## src/rtl/mpd_pkg.sv

```systemverilog
`timescale 1ns/1ps
package mpd_pkg;
  typedef enum logic [1:0] {
    ST_IDLE = 2'd0,
    ST_EVAL = 2'd1,
    ST_WAIT = 2'd2
  } mpd_state_e;

  localparam logic [7:0] PAD_MARK = 8'h80;
endpackage

```

## src/rtl/mpd_pad_calc.sv

```systemverilog
`timescale 1ns/1ps
// Pure arithmetic: locate where padding would begin inside this request.
module mpd_pad_calc #(
  parameter int W      = 32,
  parameter int TAIL_W = 64
) (
  input  logic [W-1:0]      total,
  input  logic [W-1:0]      len,
  input  logic [TAIL_W-1:0] tail,
  output logic              cand,
  output logic [W-1:0]      offset
);
  localparam int MSG_MSB = W + 2;

  logic [W-1:0] msg_bytes;
  logic [W-1:0] pad_bytes;
  logic         fits_total;
  logic         fits_len;
  logic         unused_tail_bits;

  assign msg_bytes        = tail[MSG_MSB:3];
  assign unused_tail_bits = ^{tail[TAIL_W-1:MSG_MSB+1], tail[2:0]};

  always_comb begin
    fits_total = (msg_bytes <= total);
    pad_bytes  = fits_total ? (total - msg_bytes) : '0;
    fits_len   = fits_total && (pad_bytes <= len);
    cand       = fits_len;
    offset     = fits_len ? (len - pad_bytes) : '0;
  end
endmodule

```

## src/rtl/mpd_total_acc.sv

```systemverilog
`timescale 1ns/1ps
// Running byte total and cached segment count for one message.
module mpd_total_acc #(
  parameter int W     = 32,
  parameter int SEG_W = 8
) (
  input  logic             clk,
  input  logic             rst_n,
  input  logic             add_en,
  input  logic [W-1:0]     add_len,
  input  logic             clear_en,
  input  logic             seg_inc,
  output logic [W-1:0]     total,
  output logic [SEG_W-1:0] segs
);
  always_ff @(posedge clk) begin
    if (!rst_n) begin
      total <= '0;
      segs  <= '0;
    end else begin
      if (clear_en) begin
        total <= '0;
        segs  <= '0;
      end else begin
        if (add_en)  total <= total + add_len;
        if (seg_inc) segs  <= segs + 1'b1;
      end
    end
  end

  assert_add_R2: assert property (@(posedge clk) disable iff (!rst_n)
    (add_en && !clear_en) |=> (total == $past(total) + $past(add_len)));

  assert_clear_R9: assert property (@(posedge clk) disable iff (!rst_n)
    clear_en |=> (total == '0 && segs == '0));
endmodule

```

## src/rtl/mpd_rd_timer.sv

```systemverilog
`timescale 1ns/1ps
// Counts the fixed read latency of the request buffer.
module mpd_rd_timer #(
  parameter int RD_LAT = 2
) (
  input  logic clk,
  input  logic rst_n,
  input  logic start,
  input  logic run,
  output logic expire
);
  localparam int CNT_W = $clog2(RD_LAT) + 1;
  localparam logic [CNT_W-1:0] LAST = CNT_W'(RD_LAT - 1);

  logic [CNT_W-1:0] cnt_q;

  always_ff @(posedge clk) begin
    if (!rst_n)     cnt_q <= '0;
    else if (start) cnt_q <= '0;
    else if (run)   cnt_q <= cnt_q + 1'b1;
  end

  assign expire = run && (cnt_q == LAST);

  assert_cnt_bound_R8: assert property (@(posedge clk) disable iff (!rst_n)
    run |-> (cnt_q <= LAST));
endmodule

```

## src/rtl/msg_pad_detect.sv

```systemverilog
`timescale 1ns/1ps
module msg_pad_detect #(
  parameter int W      = 32,
  parameter int TAIL_W = 64,
  parameter int SEG_W  = 8,
  parameter int RD_LAT = 2
) (
  input  logic              clk,
  input  logic              rst_n,
  input  logic              req_valid,
  output logic              req_ready,
  input  logic [W-1:0]      req_len,
  input  logic [TAIL_W-1:0] req_tail,
  output logic              rd_en,
  output logic [W-1:0]      rd_addr,
  input  logic [7:0]        rd_data,
  output logic              done,
  output logic              final_flag,
  output logic [W-1:0]      pad_offset,
  output logic [W-1:0]      run_total,
  output logic [SEG_W-1:0]  seg_count
);
  import mpd_pkg::*;

  mpd_state_e        state_q;
  logic [W-1:0]      len_q;
  logic [TAIL_W-1:0] tail_q;
  logic [W-1:0]      off_q;
  logic              done_q;
  logic              fin_q;
  logic [W-1:0]      pout_q;

  logic         accept;
  logic         cand;
  logic [W-1:0] cand_off;
  logic         in_eval;
  logic         in_wait;
  logic         expire;
  logic         hit;
  logic         finish_hit;
  logic         finish_miss;

  assign req_ready = (state_q == ST_IDLE);
  assign accept    = req_valid && req_ready;
  assign in_eval   = (state_q == ST_EVAL);
  assign in_wait   = (state_q == ST_WAIT);

  mpd_pad_calc #(.W(W), .TAIL_W(TAIL_W)) u_calc (
    .total  (run_total),
    .len    (len_q),
    .tail   (tail_q),
    .cand   (cand),
    .offset (cand_off)
  );

  mpd_rd_timer #(.RD_LAT(RD_LAT)) u_timer (
    .clk    (clk),
    .rst_n  (rst_n),
    .start  (in_eval && cand),
    .run    (in_wait),
    .expire (expire)
  );

  assign hit         = expire && (rd_data == PAD_MARK);
  assign finish_hit  = hit;
  assign finish_miss = (in_eval && !cand) || (expire && !hit);

  mpd_total_acc #(.W(W), .SEG_W(SEG_W)) u_acc (
    .clk      (clk),
    .rst_n    (rst_n),
    .add_en   (accept),
    .add_len  (req_len),
    .clear_en (finish_hit),
    .seg_inc  (finish_miss),
    .total    (run_total),
    .segs     (seg_count)
  );

  assign rd_en   = in_eval && cand;
  assign rd_addr = cand_off;

  always_ff @(posedge clk) begin
    if (!rst_n) begin
      state_q <= ST_IDLE;
      len_q   <= '0;
      tail_q  <= '0;
      off_q   <= '0;
      done_q  <= 1'b0;
      fin_q   <= 1'b0;
      pout_q  <= '0;
    end else begin
      done_q <= 1'b0;
      unique case (state_q)
        ST_IDLE: begin
          if (accept) begin
            len_q   <= req_len;
            tail_q  <= req_tail;
            state_q <= ST_EVAL;
          end
        end
        ST_EVAL: begin
          if (cand) begin
            off_q   <= cand_off;
            state_q <= ST_WAIT;
          end else begin
            done_q  <= 1'b1;
            fin_q   <= 1'b0;
            pout_q  <= '0;
            state_q <= ST_IDLE;
          end
        end
        ST_WAIT: begin
          if (expire) begin
            done_q  <= 1'b1;
            fin_q   <= hit;
            pout_q  <= hit ? off_q : '0;
            state_q <= ST_IDLE;
          end
        end
        default: state_q <= ST_IDLE;
      endcase
    end
  end

  assign done       = done_q;
  assign final_flag = fin_q;
  assign pad_offset = pout_q;

  assert_busy_after_accept_R1: assert property (@(posedge clk) disable iff (!rst_n)
    accept |=> !req_ready);

  assert_read_single_R6: assert property (@(posedge clk) disable iff (!rst_n)
    rd_en |=> !rd_en);

  assert_read_in_range_R6: assert property (@(posedge clk) disable iff (!rst_n)
    rd_en |-> (rd_addr <= len_q));

  assert_done_pulse_R8: assert property (@(posedge clk) disable iff (!rst_n)
    done |=> !done);

  assert_result_held_R7: assert property (@(posedge clk) disable iff (!rst_n)
    !done |-> ($stable(final_flag) && $stable(pad_offset)));

  assert_final_clears_R9: assert property (@(posedge clk) disable iff (!rst_n)
    (done && final_flag) |-> (run_total == '0 && seg_count == '0));

  assert_no_offset_when_open_R7: assert property (@(posedge clk) disable iff (!rst_n)
    (done && !final_flag) |-> (pad_offset == '0));
endmodule

```

## config.mk

```make
export PLATFORM = sky130hd
export DESIGN_NAME = msg_pad_detect
export DESIGN_NICKNAME = d
export VERILOG_FILES = /design/src/rtl/mpd_pkg.sv /design/src/rtl/mpd_pad_calc.sv /design/src/rtl/mpd_total_acc.sv /design/src/rtl/mpd_rd_timer.sv /design/src/rtl/msg_pad_detect.sv
export SDC_FILE = /design/constraint.sdc
export NUM_CORES = 1
export LEC_CHECK = 0
export ABC_AREA = 1
export BUFFER_PORTS_ARGS = -buffer_cell sky130_fd_sc_hd__buf_2
export CELL_PAD_IN_SITES_DETAIL_PLACEMENT = 0
export CELL_PAD_IN_SITES_GLOBAL_PLACEMENT = 1
export CORE_AREA = 5 5 195 197
export DETAILED_ROUTE_END_ITERATION = 6
export DIE_AREA = 0 0 200 202
export PLACE_DENSITY_LB_ADDON = 0.1
export SYNTH_ARGS = -nofsm -noshare
export SYNTH_HDL_FRONTEND = slang
export SYNTH_HIERARCHICAL = 1
export SYNTH_SLANG_ARGS = --single-unit
```

## constraint.sdc

```tcl
create_clock -name clk -period 11.3 [get_ports clk]
set_clock_uncertainty 0.05 [all_clocks]
set_input_delay 1.695 -clock clk [delete_from_list [all_inputs] [get_ports clk]]
set_output_delay 1.695 -clock clk [all_outputs]
set_load 0.01 [all_outputs]
```

# After elaboration in Yosys (flattened, before gate mapping)
# Index checks and enable logic that the tools add are counted.
# word_totals
regBits	177
latchBits	0
ramBits	0
romBits	0
elab_cells	59
memories	0
# op_classes
add_sub_neg	5
n_mul	0
n_div	0
n_lt_le_gt_ge	2
n_eq_ne	7
shifts	0
mux	16
bitwise	1
reduce_logical	18
# ops
operator	n
32-bit 2-to-1 mux	5
32-bit <= comparator	2
32-bit case mux with 2 select lines	1
32-bit subtractor	2
32-bit adder	1
8-bit by 1-bit adder with 8-bit output (second input constant)	1
8-bit equality test (second input constant)	1
1-bit logical AND	7
2-bit 2-to-1 mux	3
2-bit case mux with 3 select lines	1
2-bit AND reduction	3
2-bit by 1-bit equality test with 1-bit output (second input constant)	2
1-bit 2-to-1 mux	4
2-bit != test (second input constant)	2
1-bit case mux with 2 select lines	2
2-bit OR reduction	2
3-bit AND reduction	1
2-bit by 1-bit adder with 2-bit output (second input constant)	1
2-bit equality test (second input constant)	1
1-bit logical NOT	2
2-bit logical NOT	1
2-bit by 1-bit != test with 1-bit output (second input constant)	1
2-bit nonzero test	1
1-bit logical OR	1
1-bit NOT	1

# Longest topological paths before layout
# logic_depth
depth_word	7
mapped_depth	38
mapped_depth_nobuf	36

# By module
# The synthesis kept the hierarchy.
# by_module_without_submodules
module	n_inst	cells_each	area_per_inst_um2	seq_area_each_um2
msg_pad_detect	1	736	5890.6	3283.1
mpd_pad_calc	1	1117	5599.1	0.0
mpd_total_acc	1	718	4051.4	800.8
mpd_rd_timer	1	18	112.6	40.0

# Least setup slack after synthesis
# OpenSTA, ideal clock, no wires.
# synth_timing
kind	register -> output
start	register u_acc.total[0]
end	output port rd_en
arrival_ns	3.633
required_ns	9.555
setup_slack_ns	5.922
path_stages_with_launch	30
n_path_buf	3
cell_sequence	dfxtp_1 -> inv_1 -> ha_1 -> inv_1 -> fa_1 -> nand2_1 -> nand3_1 -> nand3_1 -> nand2_2 -> nand2_1 -> nand3_1 -> nand2_2 -> nand2_4 -> buf_4 -> nand3_1 -> ha_1 -> nand2_1 -> inv_1 -> nand2_1 -> nand2_1 -> a21oi_1 -> nor2_1 -> nor2_1 -> nand2_2 -> nand2_8 -> buf_12 -> inv_1 -> nand2_4 -> clkinv_1 -> buf_2
# synth_via
elab_chain_len	5
word_cells_on_any_way	6
classes_between	1 x add/sub; 2 x order compare; 1 x mux; 2 x reduce/logical
# synth_rtl
element	line	text
from (decl)	mpd_total_acc.sv:13	output logic [W-1:0] total,
from (signal assigned)	mpd_total_acc.sv:25	if (add_en) total <= total + add_len;
32-bit subtractor or 32-bit <= comparator (tied branches)	mpd_pad_calc.sv:26, mpd_pad_calc.sv:25	
32-bit 2-to-1 mux	mpd_pad_calc.sv:26	pad_bytes = fits_total ? (total - msg_bytes) : '0;
32-bit <= comparator	mpd_pad_calc.sv:27	fits_len = fits_total && (pad_bytes <= len);
1-bit logical AND *	mpd_pad_calc.sv:27	
via cand	msg_pad_detect.sv:34	logic cand;
1-bit logical AND *	msg_pad_detect.sv:79	assign rd_en = in_eval && cand;
to (decl)	msg_pad_detect.sv:14	output logic rd_en,
# The timed path passes the listed nets; every way through them passes the cells marked *.

# Final worst setup path
# Same ends and word-level chain as after synthesis.

==> qor.csv <==
stage,metric,value,unit
worst_setup_path,r2r_end,u_acc/segs[7],
hold_path,holdPathEnd,pad_offset[26],
worst_setup_path,end_kind,output port,
grt,grt_pass1_wl,72.0,mm
placed_design,dp_hpwl,38.0,mm
floorplan,io_pins,215,
worst_setup_path,path_class,reg -> out,
floorplan,rows,70,
cts,cts.sinks,174,
layout,n_fill_cell,4097,
routing,via_per_inst,4.75,
routing,drt-initial-drc-count,719,
timing,slew_violations,0,
routing,wl_met3,1.65,mm
outcome,status,completed,
layout,drive_gt1_frac,0.134,
grt,grt.overflow.total,0,
yosys,synth_cells,2457,
timing,fin_crit_sh,0.642,
routing,wl_met1,21.2,mm
routing,ant_nets,0,
worst_setup_path,r2r-start,u_acc/total[0],
cts,clock_path_buffers,2,
floorplan,initial_utilization,0.404,
cts,postCtsHoldBufs,0,
cts,post_cts_buffers,0,
grt,grt.total_usage,0.225,
layout,area_delta_synth_final,12.0,%
timing,rsz0062_at_grt,no,
layout,nets,2810,
cts,clockRootBuffer,clkbuf_16,
cts,clk_pin_slew,0.07,ns
hold_path,hold_class,reg -> reg,
cts,cts_repair_resize_count,0,
worst_setup_path,ff2ff_path_depth,34,
cts,cts_tree,built,
routing,vias,14600,
job,drv_cap,0,
hold_path,worstHoldStart,pad_offset[26],
hold_path,hold_depth,2,
worst_setup_path,crit_arrival,5.51,ns
timing,maxSlewHeadroom,0.353,
floorplan,fp.dieH,202,um
yosys,ys_warn_count,6,
worst_setup_path,crit_required,9.56,ns
worst_setup_path,critical-path-slowest-cell,fa_1,
timing,finalSetupViolations,0,
floorplan,dieArea,0.0404,mm^2
routing,top_layer,met4,
worst_setup_path,path_common_cell,nand2_1,
worst_setup_path,cpPeakStageDelay,0.44,ns
floorplan,core,0.0361,mm^2
yosys,syn_nets,2668,
placed_design,place.gp.congestion,0.903,
yosys,syn_area_per_cell,5.94,um^2
timing,tightest_slew,0.970,ns
floorplan,die_w,200,um
worst_setup_path,start_kind,flop,
cts,clk_latency,0.46,ns
cts,cts_buffers,17,
timing,fin_crit,7.25,ns
yosys,syn_area,0.0146,mm^2
routing,wl,45.8,mm
grt,antenna_found_initial,0,
timing,tns,0,ns
grt,first_global_vias,13800,
timing,final_hold_viol_count,0,
routing,drc,0,
worst_setup_path,reg2reg_slack,5.69,ns
cts,cts.htree.levels,4,
placed_design,numPortBuffers,182,
routing,first_pass_iters,6,
layout,insertedDiodeCount,0,
routing,met2_length,21.4,mm
grt,grt_max_degree,76,
worst_setup_path,critPathMaxFanout,35,
timing,fmax,0.138,GHz
routing,wl_per_cell,14.9,um
through the flow:
stage | setup WS, ns | std cells | hold slack, ns | instance area (um^2) | utilization
final | 4.05 | 3079 | 0.412 | 16300 | 0.453
after global routing | 3.59 | 3079 | 0.429 | 16300 | 0.453
after CTS | 4.00 | 3079 | 0.414 | 16300 | 0.453
after detailed placement | 4.51 | 3048 | 0.403 | 15700 | 0.435
after global placement | 4.56 | 3048 | 0.395 | 15700 | 0.435
after floorplan | 5.92 | 2457 | 0.401 | 14600 | -
how the worst max path moves through the flow:
stage                               start    end  cells after the start
final                      u_acc/total[0]  rd_en                     30
after global routing       u_acc/total[0]  rd_en                     30
after CTS                  u_acc/total[0]  rd_en                     30
after detailed placement   u_acc/total[0]  rd_en                     30
after global placement    u_acc/total[19]  rd_en                     25
after floorplan            u_acc/total[0]  rd_en                     29
sequential cells by signal (all words and copies together), names as in the netlist:
name and flops:
len_q 32, off_q 32, pad_offset 32, tail_q 32, u_acc/total 32, u_acc/segs 8
state_q 2, u_timer/cnt_q 2, done 1, final_flag 1
metal layers:
metal  vias to the layer above  track usage
met5                         -            0
met4                         0       0.0842
met3                        66       0.0258
met2                       255        0.380
met1                      6460        0.292
li1                       7839            -
cell type report:
cell class / count / area (um^2) / area share
well taps: 468 / 586 / 0.0358
multi-input cells: 1797 / 9110 / 0.558
clock inverters: 11 / 158 / 0.00965
repair buffers: 186 / 941 / 0.0576
flip-flops and latches: 174 / 3480 / 0.213
inverters: 423 / 1590 / 0.0973
clock buffers: 20 / 467 / 0.0286
cell usage in the layout (no fill, tap or decap), types with 12 or more instances in the layout:
| cell | instances |
|---|---|
| ha_1 | 101 |
| nand3_2 | 12 |
| or2_2 | 13 |
| nor2_1 | 373 |
| o21ai_0 | 115 |
| nor2_2 | 16 |
| a21oi_1 | 106 |
| o21ai_1 | 14 |
| nor3_1 | 16 |
| nand2_1 | 708 |
| nor2_4 | 33 |
| xnor2_1 | 14 |
| clkbuf_16 | 17 |
| dfxtp_1 | 174 |
| nand3_1 | 154 |
| nand4_1 | 18 |
| xor2_1 | 16 |
| buf_2 | 182 |
| inv_1 | 408 |
| nand2_2 | 32 |
critical path: cells and delay by family (launching register included):
kind	cells	cell delay, ns
flip-flops	1	0.35
buffers and inverters	8	1.24
AND/OR/NAND/NOR	19	2.42
adder cells (fa/ha/maj)	3	0.97
Power is left out: the tool's default activity adds up to more than one toggle a clock period on the data nets, which glitch-free logic cannot reach.
